--- src/rtl/pin_ctl_pkg.sv ---
`timescale 1ns/1ps
package pin_ctl_pkg;

   typedef enum logic [1:0] {
      TRIG_OFF   = 2'b00,
      TRIG_LEVEL = 2'b01,
      TRIG_EDGE  = 2'b10,
      TRIG_ANY   = 2'b11
   } trig_e;

   // packed MSB first: bit 0 is pin enable
   typedef struct packed {
      logic  irq_en;
      logic  deb_en;
      logic  pol;
      trig_e trig;
      logic  dir_out;
      logic  en;
   } cfg_t;

   localparam int CFG_W = $bits(cfg_t);

   localparam int unsigned OFS_CFG = 32'h00;
   localparam int unsigned OFS_DBN = 32'h04;
   localparam int unsigned OFS_INP = 32'h08;
   localparam int unsigned OFS_FLT = 32'h0C;
   localparam int unsigned OFS_OUT = 32'h10;
   localparam int unsigned OFS_CLR = 32'h14;

endpackage

--- src/rtl/pin_ctl_regs.sv ---
`timescale 1ns/1ps
module pin_ctl_regs
   import pin_ctl_pkg::*;
#(
   parameter int ADDR_W = 5,
   parameter int DATA_W = 32,
   parameter int THR_W  = 8
) (
   input  logic              clk,
   input  logic              rst_n,
   input  logic [ADDR_W-1:0] addr,
   input  logic [DATA_W-1:0] wdata,
   input  logic              we,
   input  logic              filt_lvl,
   output logic [DATA_W-1:0] rdata,
   output cfg_t              cfg_q,
   output logic [THR_W-1:0]  thr_q,
   output logic              float_q,
   output logic              out_q,
   output logic              clr_pulse
);

   localparam logic [ADDR_W-1:0] A_CFG = ADDR_W'(OFS_CFG);
   localparam logic [ADDR_W-1:0] A_DBN = ADDR_W'(OFS_DBN);
   localparam logic [ADDR_W-1:0] A_INP = ADDR_W'(OFS_INP);
   localparam logic [ADDR_W-1:0] A_FLT = ADDR_W'(OFS_FLT);
   localparam logic [ADDR_W-1:0] A_OUT = ADDR_W'(OFS_OUT);
   localparam logic [ADDR_W-1:0] A_CLR = ADDR_W'(OFS_CLR);

   always_ff @(posedge clk or negedge rst_n) begin
      if (!rst_n) begin
         cfg_q   <= '0;
         thr_q   <= '0;
         float_q <= 1'b0;
         out_q   <= 1'b0;
      end else if (we) begin
         case (addr)
            A_CFG:   cfg_q   <= cfg_t'(wdata[CFG_W-1:0]);
            A_DBN:   thr_q   <= wdata[THR_W-1:0];
            A_FLT:   float_q <= wdata[0];
            A_OUT:   out_q   <= wdata[0];
            default: ;
         endcase
      end
   end

   assign clr_pulse = we && (addr == A_CLR) && wdata[0];

   always_comb begin
      rdata = '0;
      case (addr)
         A_CFG:   rdata[CFG_W-1:0] = cfg_q;
         A_DBN:   rdata[THR_W-1:0] = thr_q;
         A_INP:   rdata[0]         = filt_lvl;
         A_FLT:   rdata[0]         = float_q;
         A_OUT:   rdata[0]         = out_q;
         default: rdata            = '0;
      endcase
   end

endmodule

--- src/rtl/pin_ctl_filter.sv ---
`timescale 1ns/1ps
module pin_ctl_filter #(
   parameter int SYNC_STAGES = 2,
   parameter int THR_W       = 8
) (
   input  logic             clk,
   input  logic             rst_n,
   input  logic             pad_in,
   input  logic             ms_tick,
   input  logic             deb_en,
   input  logic [THR_W-1:0] thr,
   output logic             filt
);

   logic [SYNC_STAGES-1:0] sync_q;
   logic                   raw;
   logic [THR_W-1:0]       cnt_q;
   logic [THR_W:0]         cnt_nx;

   generate
      if (SYNC_STAGES == 1) begin : g_sync_one
         always_ff @(posedge clk or negedge rst_n) begin
            if (!rst_n) sync_q <= '0;
            else        sync_q <= pad_in;
         end
      end else begin : g_sync_chain
         always_ff @(posedge clk or negedge rst_n) begin
            if (!rst_n) sync_q <= '0;
            else        sync_q <= {sync_q[SYNC_STAGES-2:0], pad_in};
         end
      end
   endgenerate

   assign raw    = sync_q[SYNC_STAGES-1];
   assign cnt_nx = {1'b0, cnt_q} + 1'b1;

   always_ff @(posedge clk or negedge rst_n) begin
      if (!rst_n) begin
         filt  <= 1'b0;
         cnt_q <= '0;
      end else if (!deb_en || (thr == '0)) begin
         filt  <= raw;
         cnt_q <= '0;
      end else if (raw == filt) begin
         cnt_q <= '0;
      end else if (ms_tick) begin
         if (cnt_nx >= {1'b0, thr}) begin
            filt  <= raw;
            cnt_q <= '0;
         end else begin
            cnt_q <= cnt_nx[THR_W-1:0];
         end
      end
   end

endmodule

--- src/rtl/pin_ctl_trig.sv ---
`timescale 1ns/1ps
module pin_ctl_trig
   import pin_ctl_pkg::*;
(
   input  logic  clk,
   input  logic  rst_n,
   input  logic  filt,
   input  trig_e mode,
   input  logic  pol,
   input  logic  clr,
   output logic  hit,
   output logic  pend
);

   logic prev_q;
   logic rise, fall;

   assign rise = filt & ~prev_q;
   assign fall = ~filt & prev_q;

   always_comb begin
      unique case (mode)
         TRIG_OFF:   hit = 1'b0;
         TRIG_LEVEL: hit = (filt == pol);
         TRIG_EDGE:  hit = pol ? rise : fall;
         TRIG_ANY:   hit = rise | fall;
         default:    hit = 1'b0;
      endcase
   end

   always_ff @(posedge clk or negedge rst_n) begin
      if (!rst_n) begin
         prev_q <= 1'b0;
         pend   <= 1'b0;
      end else begin
         prev_q <= filt;
         pend   <= hit | (pend & ~clr);
      end
   end

endmodule

--- src/rtl/pin_ctl_slice.sv ---
`timescale 1ns/1ps
module pin_ctl_slice
   import pin_ctl_pkg::*;
#(
   parameter int ADDR_W      = 5,
   parameter int DATA_W      = 32,
   parameter int THR_W       = 8,
   parameter int SYNC_STAGES = 2
) (
   input  logic              clk,
   input  logic              rst_n,
   input  logic [ADDR_W-1:0] reg_addr,
   input  logic [DATA_W-1:0] reg_wdata,
   input  logic              reg_we,
   output logic [DATA_W-1:0] reg_rdata,
   input  logic              pad_in,
   output logic              pad_out,
   output logic              pad_oe,
   input  logic              ms_tick,
   output logic              irq_pend
);

   generate
      if (ADDR_W < 5) begin : g_bad_addr
         initial $fatal(1, "pin_ctl_slice: ADDR_W must cover a 32-byte window");
      end
      if (DATA_W < CFG_W || DATA_W < THR_W) begin : g_bad_data
         initial $fatal(1, "pin_ctl_slice: DATA_W too narrow for fields");
      end
      if (SYNC_STAGES < 1) begin : g_bad_sync
         initial $fatal(1, "pin_ctl_slice: SYNC_STAGES must be at least 1");
      end
   endgenerate

   cfg_t             cfg_q;
   logic [THR_W-1:0] thr_q;
   logic             float_q;
   logic             out_q;
   logic             clr_w;
   logic             filt_w;
   logic             hit_w;
   logic             pend_w;

   pin_ctl_regs #(
      .ADDR_W (ADDR_W),
      .DATA_W (DATA_W),
      .THR_W  (THR_W)
   ) u_regs (
      .clk       (clk),
      .rst_n     (rst_n),
      .addr      (reg_addr),
      .wdata     (reg_wdata),
      .we        (reg_we),
      .filt_lvl  (filt_w),
      .rdata     (reg_rdata),
      .cfg_q     (cfg_q),
      .thr_q     (thr_q),
      .float_q   (float_q),
      .out_q     (out_q),
      .clr_pulse (clr_w)
   );

   pin_ctl_filter #(
      .SYNC_STAGES (SYNC_STAGES),
      .THR_W       (THR_W)
   ) u_filter (
      .clk     (clk),
      .rst_n   (rst_n),
      .pad_in  (pad_in),
      .ms_tick (ms_tick),
      .deb_en  (cfg_q.deb_en),
      .thr     (thr_q),
      .filt    (filt_w)
   );

   pin_ctl_trig u_trig (
      .clk   (clk),
      .rst_n (rst_n),
      .filt  (filt_w),
      .mode  (cfg_q.trig),
      .pol   (cfg_q.pol),
      .clr   (clr_w),
      .hit   (hit_w),
      .pend  (pend_w)
   );

   assign pad_oe   = cfg_q.en & cfg_q.dir_out & ~float_q;
   assign pad_out  = out_q;
   assign irq_pend = pend_w & cfg_q.irq_en;

endmodule

--- config.mk ---
export PLATFORM = sky130hd
export DESIGN_NAME = pin_ctl_slice
export DESIGN_NICKNAME = d
export VERILOG_FILES = /design/src/rtl/pin_ctl_pkg.sv /design/src/rtl/pin_ctl_regs.sv /design/src/rtl/pin_ctl_filter.sv /design/src/rtl/pin_ctl_trig.sv /design/src/rtl/pin_ctl_slice.sv
export SDC_FILE = /design/constraint.sdc
export NUM_CORES = 1
export LEC_CHECK = 0
export BUFFER_PORTS_ARGS = -buffer_cell sky130_fd_sc_hd__buf_2
export CAP_MARGIN = 20
export CORE_ASPECT_RATIO = 1.75
export CORE_UTILIZATION = 45
export CTS_BUF_LIST = sky130_fd_sc_hd__clkbuf_8 sky130_fd_sc_hd__clkbuf_16
export CTS_CLUSTER_SIZE = 12
export DETAILED_ROUTE_END_ITERATION = 12
export PLACE_DENSITY = 0.75
export SYNTH_ARGS = -nofsm -noshare
export SYNTH_HDL_FRONTEND = slang
export SYNTH_SLANG_ARGS = --single-unit
--- constraint.sdc ---
create_clock -name clk -period 3.55 [get_ports clk]
set_input_delay 0.355 -clock clk [delete_from_list [all_inputs] [get_ports clk]]
set_output_delay 0.355 -clock clk [all_outputs]
set_load 0.02 [all_outputs]
==> results of run 1 <==
## synthesized netlist by cell type (all sizes together)
master,count,share of area (%)
dfrtp,30,38
buf,26,9.6
nand2,14,2.7
mux2,12,6.9
ha,11,7.0
inv,11,2.1
o21ai,11,2.8
and3,9,2.9
nor2,9,1.7
mux2i,8,4.1
nand3,8,2.0
a21oi,5,1.3
xor2,5,2.2
a22o,4,1.8
a31oi,4,1.3
a21o,3,1.1
nand2b,3,0.95
xnor2,3,1.3
clkbuf,2,0.38
nor2b,2,0.64
nor3,2,0.76
o31ai,2,0.76
or2,2,0.64
or4,2,0.76
a2111oi,1,1.4
a21boi,1,0.38
a221o,1,0.51
a22oi,1,0.38
and2,1,0.32
and3b,1,0.44
conb,1,0.19
nand3b,1,0.38
nand4,1,0.32
nand4b,1,0.44
nor3b,1,0.38
o211ai,1,0.64
o311ai,1,0.44
## layout make-up
class	instances	share of cell area, %
multi-input combinational	155	49.2
clock inverter	3	1.85
clock buffer	5	3.17
tap	49	2.83
sequential	30	34.6
inverter	11	1.90
timing repair buffer	28	6.46
## cell usage in the layout, fill, tap and decap left out, drive strengths merged, types with 2 or more instances in the layout
master  synthesis  layout
a21oi           5       5
nor2b           2       2
clkinv          0       2
o31ai           2       2
a21o            3       3
a31oi           4       4
nand2          14      14
conb            1      24
clkbuf          2       5
inv            11      11
or2             2       2
mux2           12      12
nor3            2       2
buf            26      28
a22o            4       4
nor2            9       9
xnor2           3       3
o21ai          11      11
and3            9       9
ha             11      11
dfrtp          30      30
nand2b          3       3
xor2            5       5
or4             2       2
mux2i           8       8
nand3           8       8
## path summary, 6_finish.rpt
kind                                         start                 end  depth (start not counted)
worst max-delay path             u_filter.cnt_q[0]   u_filter.cnt_q[3]                         10
worst min-delay path                         rst_n     u_regs.cfg_q[4]                          1
worst max register to register   u_filter.cnt_q[0]   u_filter.cnt_q[3]                         10
worst min register to register  u_filter.sync_q[0]  u_filter.sync_q[1]                          0
max in group asynchronous                    rst_n     u_regs.cfg_q[1]                          1
min in group clk                            pad_in  u_filter.sync_q[0]                          1
## registers in the layout (all words and copies together), names as in the netlist
register / count
u_filter.cnt_q: 8
u_regs.thr_q: 8
u_regs.cfg_q: 7
u_filter.sync_q: 2
u_filter.filt: 1
u_regs.float_q: 1
u_regs.out_q: 1
u_trig.pend: 1
u_trig.prev_q: 1
## through the flow
| stage | util (%) | hold slack [ns] |
|---|---|---|
| floorplan | - | 0.0594 |
| global placement | 49.7 | 0.334 |
| detailed placement | 49.7 | 0.337 |
| CTS | 52.3 | 0.124 |
| global route | 52.3 | 0.152 |
| finish | 52.3 | 0.105 |
## worst register-to-register path, stage by stage (launching register included)
cell and delay, ns:
dfrtp_1 0.41, ha_1 0.29, and3_1 0.27, and3_1 0.23, xor2_1 0.15, ha_1 0.29, and3_1 0.19, a221o_1 0.37
a2111oi_4 0.57, nand2b_1 0.12, a31oi_1 0.19
## kinds of logic after synthesis
group           count (synthesis)
flops                          30
buf+inv                        39
mux                            20
xor+xnor                        8
simple gates                   57
other cells                     1
compound gates                 35
fa+ha+maj                      11
## power by group through the flow
stage                     logic (mW)  registers [mW]  clock network, mW
after CTS                      0.221           0.443              0.349
after detailed placement       0.220           0.449                  0
final                          0.217           0.443              0.335
after global routing           0.245           0.449              0.364
after global placement         0.208           0.445                  0
after floorplan                0.178           0.434                  0
## metal layers
metal  share of wire [%]  routed length, um  track usage, %  vias up
li1                    -                  -               -      717
met1                  38               1490            19.9      681
met2                  55               2160            36.0       44
met3                 4.2                164            3.23        9
met4                 2.9                113            10.8        0
met5                   0                  0               0        -
==> impl_metrics.ini, run 1 <==
[die]
rows = 31
core_um2 = 4150
initial_core_util_pct = 47.5
dieWidth_um = 52.0
die_y_um = 89.5
ioPinCount = 77
dieArea_um2 = 4660

[route]
ant_nets = 0
vias = 1451
drtPass1Iterations = 4
drt_wl_total_mm = 3.92
wl_per_cell_um = 14.0
avgViaCountPerCell = 5.16
drt_iter0_drc = 26
route.detailed.drc = 0

[power]
power_mw = 0.995
clkPwrFrac_pct = 33.7
seqPwrFrac_pct = 44.5
ir_drop_mv = 0.235
p_sw_mw = 0.309
p_int_mw = 0.686
power_density_nw_per_um2 = 459
leakagePower_nw = 1.14
swShare_pct = 31.1
p_comb_share_pct = 21.8

[critical_path]
arrival_ns = 3.32
crit_top_cell = and3_1
crit_chain = ha_1, and3_1, and3_1, xor2_1, ha_1, and3_1, a221o_1, a2111oi_4, nand2b_1, a31oi_1
setup.worst_path.end_class = flop
cp_slowest_cell = a2111oi_4
critPathMaxStageDelay_ns = 0.57
start_kind = flop
worst-path-buf-inv = 0
critPathKind = reg -> reg
crit_family = compound AO/OA/AOI/OAI gates
worstPathRequired_ns = 3.75
crit_path_max_fanout = 9
r2r_slack_ns = 0.43

[sta]
grt_setup_unrepaired = false
hold_viol_final = 0
finClkSkew_ns = 0.00593
fin_tns_setup_ns = 0
drv_slew = 0
final-setup-viol-count = 0
final.period_utilization_pct = 88.0
worst_slack_ns = 0.426
tightest_slew_ns = 0.677
relSlewSlack_pct = 54.9
fmax_mhz = 320
period_needed_ns = 3.12

[place]
dp_cells = 273
hpwl_mm = 3.08
placed_area_um2 = 2060
place_congestion = 0.836
portBuffers = 28
dp_slack_ns = 0.438

[logic_synthesis]
synth_fa_ha_area_share_pct = 6.99
yosys_warnings = 0
synth_top_family_by_area = simple AND/OR/NAND/NOR gates
synthMuxAreaShare_pct = 10.9
yosys_register_bits = 30
ys_seq_area_share_pct = 38.1
synth_compound_area_share_pct = 12.8
mappedNetlistArea_um2 = 1970
synthSimpleGateAreaFrac_pct = 15.4
synth_xor_area_share_pct = 3.56
avgSynthCellArea_um2 = 9.80
synth_cells = 201
synth_cell_types = 42

[finish]
nNetsFinal = 284
layoutNonFillerInstCount = 281
register_area_um2 = 751
n_antenna_cell = 0
n_fill_cell = 397
drive_gt1_share_pct = 22.8
syn_to_final_growth_pct = 10.2
final_cell_area_um2 = 2170
multi_input_area_um2 = 1070

[grt]
grt_max_degree = 31
grtUsageTotal_pct = 19.4
antenna_found_initial = 0
grt_pass1_vias = 1363
overflow = 0
grt_pass1_wl_mm = 6.42

[status]
status = completed

[worst_hold_path]
hp-class = in -> async

[clock_network]
clock_latency_ns = 0.28
post_cts_buffers = 0
root_buffer = clkbuf_8
holdBufCountCts = 0
numCtsBuffers = 5
cts.path.max_buffers = 2
ctsResizeCount = 0
cts_tree = yes
htree_levels = 2
clk_pin_slew_ns = 0.07
clock-sinks = 30

[job]
cap_violations = 0
No activity file was read; power rests on OpenSTA's default activity.
==> run 2: changes to the inputs <==
--- a/config.mk
+++ b/config.mk
@@ -8,11 +8,10 @@
 export BUFFER_PORTS_ARGS = -buffer_cell sky130_fd_sc_hd__buf_2
 export CAP_MARGIN = 20
 export CORE_ASPECT_RATIO = 1.75
-export CORE_UTILIZATION = 45
+export CORE_UTILIZATION = 49
 export CTS_BUF_LIST = sky130_fd_sc_hd__clkbuf_8 sky130_fd_sc_hd__clkbuf_16
-export CTS_CLUSTER_SIZE = 12
 export DETAILED_ROUTE_END_ITERATION = 12
-export PLACE_DENSITY = 0.75
+export PLACE_DENSITY = 0.8
 export SYNTH_ARGS = -nofsm -noshare
 export SYNTH_HDL_FRONTEND = slang
 export SYNTH_SLANG_ARGS = --single-unit
==> run 2 against run 1 <==
Clock-buffer cell count rose by 1; combinational power down 2%; first-iteration DRC count unchanged; setup slack lost 0.033 ns; critical path depth unchanged.
==> impl_metrics.ini, run 2 (synthesized netlist as in run 1, its figures left out) <==
[status]
status = completed

[clock_network]
clock_latency_ns = 0.28
htree_levels = 2
cts.path.max_buffers = 2
holdBufCountCts = 0
ctsResizeCount = 0
clk_pin_slew_ns = 0.06
root_buffer = clkbuf_8
post_cts_buffers = 0
cts_tree = yes
clock-sinks = 30
numCtsBuffers = 5

[place]
dp_cells = 272
portBuffers = 28
place_congestion = 0.874
placed_area_um2 = 2060
hpwl_mm = 2.99

[route]
drtPass1Iterations = 4
wl_per_cell_um = 13.3
vias = 1487
ant_nets = 0
drt_iter0_drc = 26
avgViaCountPerCell = 5.31
route.detailed.drc = 0
drt_wl_total_mm = 3.73

[critical_path]
worstPathRequired_ns = 3.74
crit_path_max_fanout = 9
cp_slowest_cell = a2111oi_4
crit_top_cell = and3_1
start_kind = flop
critPathMaxStageDelay_ns = 0.59
arrival_ns = 3.35
setup.worst_path.end_class = flop
crit_chain = ha_1, and3_1, and3_1, xor2_1, ha_1, and3_1, a221o_1, a2111oi_4, nand2b_1, a31oi_1
critPathKind = reg -> reg

[sta]
fmax_mhz = 317
period_needed_ns = 3.16
relSlewSlack_pct = 56.6
fin_tns_setup_ns = 0
timing.hold.ws_ns = 0.100
final-setup-viol-count = 0
drv_slew = 0
hold_viol_final = 0
final.period_utilization_pct = 88.9
grt_setup_unrepaired = false
finClkSkew_ns = 0.00516
tightest_slew_ns = 0.651

[finish]
register_area_um2 = 751
layout_commonest_cell = dfrtp_1
mostFrequentLayoutCells = dfrtp_1 (30), buf_2 (28), conb_1 (24), nand2_1 (14), inv_1 (12)
layoutNonFillerInstCount = 280
n_antenna_cell = 0
n_fill_cell = 350
nNetsFinal = 284
top_regs = u_filter.cnt_q: 8 flops, u_regs.thr_q: 8 flops, u_regs.cfg_q: 7 flops
multi_input_area_um2 = 1070
drive_gt1_share_pct = 22.4
syn_to_final_growth_pct = 9.21
final_cell_area_um2 = 2150

[worst_hold_path]
hp-class = in -> async

[die]
core_um2 = 3870
dieWidth_um = 49.9
rows = 30
dieArea_um2 = 4290
ioPinCount = 77
initial_core_util_pct = 50.9
die_y_um = 85.9

[grt]
overflow = 0
grt_max_degree = 31
grt_pass1_vias = 1431
grtUsageTotal_pct = 20.0
grt_pass1_wl_mm = 6.26
antenna_found_initial = 0

[job]
cap_violations = 0

[power]
leakagePower_nw = 1.13
power_density_nw_per_um2 = 432
ir_drop_mv = 0.279
==> run 2: cell type report <==
type                            instances  area share (%)
Tap cell                               48            2.79
Timing Repair Buffer                   28            6.52
Inverter                               11            1.92
Clock buffer                            6            3.84
Clock inverter                          2           0.407
Multi-Input combinational cell        155            49.6
Sequential cell                        30            34.9
==> run 2: through the flow <==
stage | util, % | power, mW | setup slack (ns)
2_1_floorplan | - | 0.612 | 0.716
3_3_place_gp | 53.3 | 0.653 | 0.456
3_5_place_dp | 53.3 | 0.662 | 0.434
4_1_cts | 55.6 | 0.942 | 0.407
5_1_grt | 55.6 | 0.994 | 0.216
6_report | 55.6 | 0.929 | 0.393
==> run 2: final timing paths <==
path                               startpoint                  to  slack (ns)  cells after the start
max in group asynchronous               rst_n   u_filter.cnt_q[6]        3.02                      1
max                         u_filter.cnt_q[0]   u_filter.cnt_q[6]        0.39                     10
min in group clk                       pad_in  u_filter.sync_q[0]        0.18                      1
min                                     rst_n     u_regs.cfg_q[4]         0.1                      1
max reg2reg                 u_filter.cnt_q[0]   u_filter.cnt_q[6]        0.39                     10
min reg2reg                u_filter.sync_q[0]  u_filter.sync_q[1]        0.35                      0
==> run 2: power breakdown <==
| group | leakage (nW) | switching, mW | internal (mW) | total, mW |
|---|---|---|---|---|
| Clock | 0.0524 | 0.121 | 0.153 | 0.274 |
| Sequential | 0.374 | 0.0496 | 0.393 | 0.443 |
| Combinational | 0.708 | 0.126 | 0.0865 | 0.212 |
==> run 2: routing by layer <==
metal	track usage [%]	wire length [um]	vias up
met3	3.55	125	20
met1	18.7	1340	697
met5	0	0	-
met4	18.2	257	0
met2	35.5	2010	51
li1	-	-	719
==> run 2: critical path: cells and delay by family (launching register included) <==
kind | cells | cell delay [ns]
xor+xnor | 1 | 0.15
compound gates | 3 | 1.15
flops | 1 | 0.41
fa+ha+maj | 2 | 0.57
simple gates | 4 | 0.79
==> run 3: changes to the inputs <==
--- a/config.mk
+++ b/config.mk
@@ -5,13 +5,13 @@
 export SDC_FILE = /design/constraint.sdc
 export NUM_CORES = 1
 export LEC_CHECK = 0
-export BUFFER_PORTS_ARGS = -buffer_cell sky130_fd_sc_hd__buf_2
+export BUFFER_PORTS_ARGS = -buffer_cell sky130_fd_sc_hd__buf_4
 export CAP_MARGIN = 20
 export CORE_ASPECT_RATIO = 1.75
 export CORE_UTILIZATION = 49
 export CTS_BUF_LIST = sky130_fd_sc_hd__clkbuf_8 sky130_fd_sc_hd__clkbuf_16
 export DETAILED_ROUTE_END_ITERATION = 12
-export PLACE_DENSITY = 0.8
+export PLACE_DENSITY = 0.77
 export SYNTH_ARGS = -nofsm -noshare
 export SYNTH_HDL_FRONTEND = slang
 export SYNTH_SLANG_ARGS = --single-unit
==> run 3 against run 2 <==
The flow now finishes with violations (hold timing); routed wire length rose by 0.19%; sequential cell count did not move; combinational power rose by 4%; final cell count fell by 0.71%; design area rose by 2.9%; sequential share of layout area fell by 0.97 points; clock-buffer cell count did not move; clock skew fell by 0.0014 ns; critical path depth did not move; hold slack got worse by 0.11 ns; core utilization rose by 1.6 points; largest cell class unchanged.
==> impl_metrics.ini, run 3 (synthesized netlist as in run 1, its figures left out) <==
[sta]
fmax_mhz = 319
timing.hold.ws_ns = -0.0124
drv_slew = 0
tightest_slew_ns = 0.544
fin_tns_setup_ns = 0
grt_setup_unrepaired = false
final-setup-viol-count = 0
relSlewSlack_pct = 63.7
final.period_utilization_pct = 88.4
period_needed_ns = 3.14
finClkSkew_ns = 0.00372
hold_viol_final = 30

[route]
vias = 1483
ant_nets = 0
drtPass1Iterations = 5
wl_per_cell_um = 13.4
route.detailed.drc = 0
avgViaCountPerCell = 5.33
drt_wl_total_mm = 3.74
drt_iter0_drc = 35

[power]
p_sw_mw = 0.289
power_density_nw_per_um2 = 420
leakagePower_nw = 1.14
clkPwrFrac_pct = 28.7
seqPwrFrac_pct = 47.5
ir_drop_mv = 0.243
p_comb_share_pct = 23.9
p_int_mw = 0.639
swShare_pct = 31.2

[critical_path]
r2r_end = u_filter.cnt_q[3]
crit_path_max_fanout = 9
arrival_ns = 3.34
crit_family = compound AO/OA/AOI/OAI gates
crit_chain = ha_1, and3_1, and3_1, xor2_1, ha_1, and3_1, a221o_1, a2111oi_4, nand2b_1, a31oi_1
ff2ff_path_depth = 10
crit_top_cell = and3_1
start_kind = flop
cp_slowest_cell = a2111oi_4
critPathMaxStageDelay_ns = 0.57
r2r-start = u_filter.cnt_q[0]
critPathKind = reg -> reg
critPathLaunch = u_filter.cnt_q[0]
setup.worst_path.end_class = flop
r2r_slack_ns = 0.41
worstPathRequired_ns = 3.75
worst-path-buf-inv = 0

[clock_network]
htree_levels = 2
numCtsBuffers = 5
clock_latency_ns = 0.28
root_buffer = clkbuf_8
cts_tree = yes
ctsResizeCount = 0
post_cts_buffers = 0
clock-sinks = 30
clk_pin_slew_ns = 0.06
cts.path.max_buffers = 2
holdBufCountCts = 0

[grt]
grt_pass1_vias = 1424
grt_max_degree = 31
grtUsageTotal_pct = 20.5
grt_pass1_wl_mm = 6.46
antenna_found_initial = 0
overflow = 0

[place]
place_congestion = 0.818
dp_cells = 272
portBuffers = 28
hpwl_mm = 2.95

[status]
status = finished with violations
violations = hold timing

[finish]
mostFrequentLayoutCells = dfrtp_1 (30), buf_4 (28), conb_1 (24), nand2_1 (14)
drive_gt1_share_pct = 22.2
top_regs = u_filter.cnt_q: 8 flops, u_regs.thr_q: 8 flops, u_regs.cfg_q: 7 flops
layout_commonest_cell = dfrtp_1
nNetsFinal = 284
syn_to_final_growth_pct = 12.3
n_antenna_cell = 0
layoutNonFillerInstCount = 278
n_fill_cell = 346

[worst_hold_path]
hp-class = in -> async

[job]
cap_violations = 0

[die]
die_y_um = 85.9
dieArea_um2 = 4290
dieWidth_um = 49.9
rows = 30
ioPinCount = 77
initial_core_util_pct = 50.9
core_um2 = 3870
## run 3: cell types whose count changed in the layout (fill, tap and decap cells not counted)
cell / change
buf_4: +28
clkinv_2: -1
buf_2: -28
inv_1: -1
## run 3: per-stage QoR
step,hold slack [ns],util (%),setup WS (ns),area (um^2),power (mW)
2_1_floorplan,0.0594,-,0.716,2060,0.612
3_3_place_gp,0.305,55.1,0.460,2130,0.665
6_report,-0.0124,57.2,0.411,2210,0.928
3_5_place_dp,0.303,55.1,0.403,2130,0.671
4_1_cts,0.00271,57.2,0.396,2210,0.939
5_1_grt,0.0176,57.2,0.150,2210,0.992
## run 3: power by group through the flow
stage | Clock, mW | Combinational, mW | Sequential, mW
detailed placement | 0 | 0.225 | 0.447
finish | 0.266 | 0.221 | 0.441
CTS | 0.273 | 0.226 | 0.440
floorplan | 0 | 0.178 | 0.434
global route | 0.291 | 0.253 | 0.448
global placement | 0 | 0.220 | 0.445
## run 3: layout make-up
cell class | instances | area, um^2 | share of cell area [%]
Clock buffer | 6 | 82.6 | 3.73
Inverter | 11 | 41.3 | 1.87
Multi-Input combinational cell | 155 | 1070 | 48.2
Sequential cell | 30 | 751 | 33.9
Tap cell | 48 | 60.1 | 2.71
Timing Repair Buffer | 28 | 210 | 9.50
## run 3: per-layer routing
metal  vias to the layer above  part of all wire [%]  global-route usage (%)
li1                        715                     -                       -
met1                       701                    36                    20.4
met2                        51                    54                    36.6
met3                        16                   3.7                    3.90
met4                         0                   5.6                    14.8
met5                         -                     0                       0
## run 3: how the worst max path moves through the flow
| stage | to | depth (start not counted) |
|---|---|---|
| 3_5_place_dp | u_filter.cnt_q[3] | 10 |
| 5_1_grt | u_filter.cnt_q[6] | 10 |
| 4_1_cts | u_filter.cnt_q[3] | 10 |
| 6_report | u_filter.cnt_q[3] | 10 |
| 3_3_place_gp | u_filter.cnt_q[3] | 10 |
| 2_1_floorplan | u_filter.cnt_q[3] | 10 |
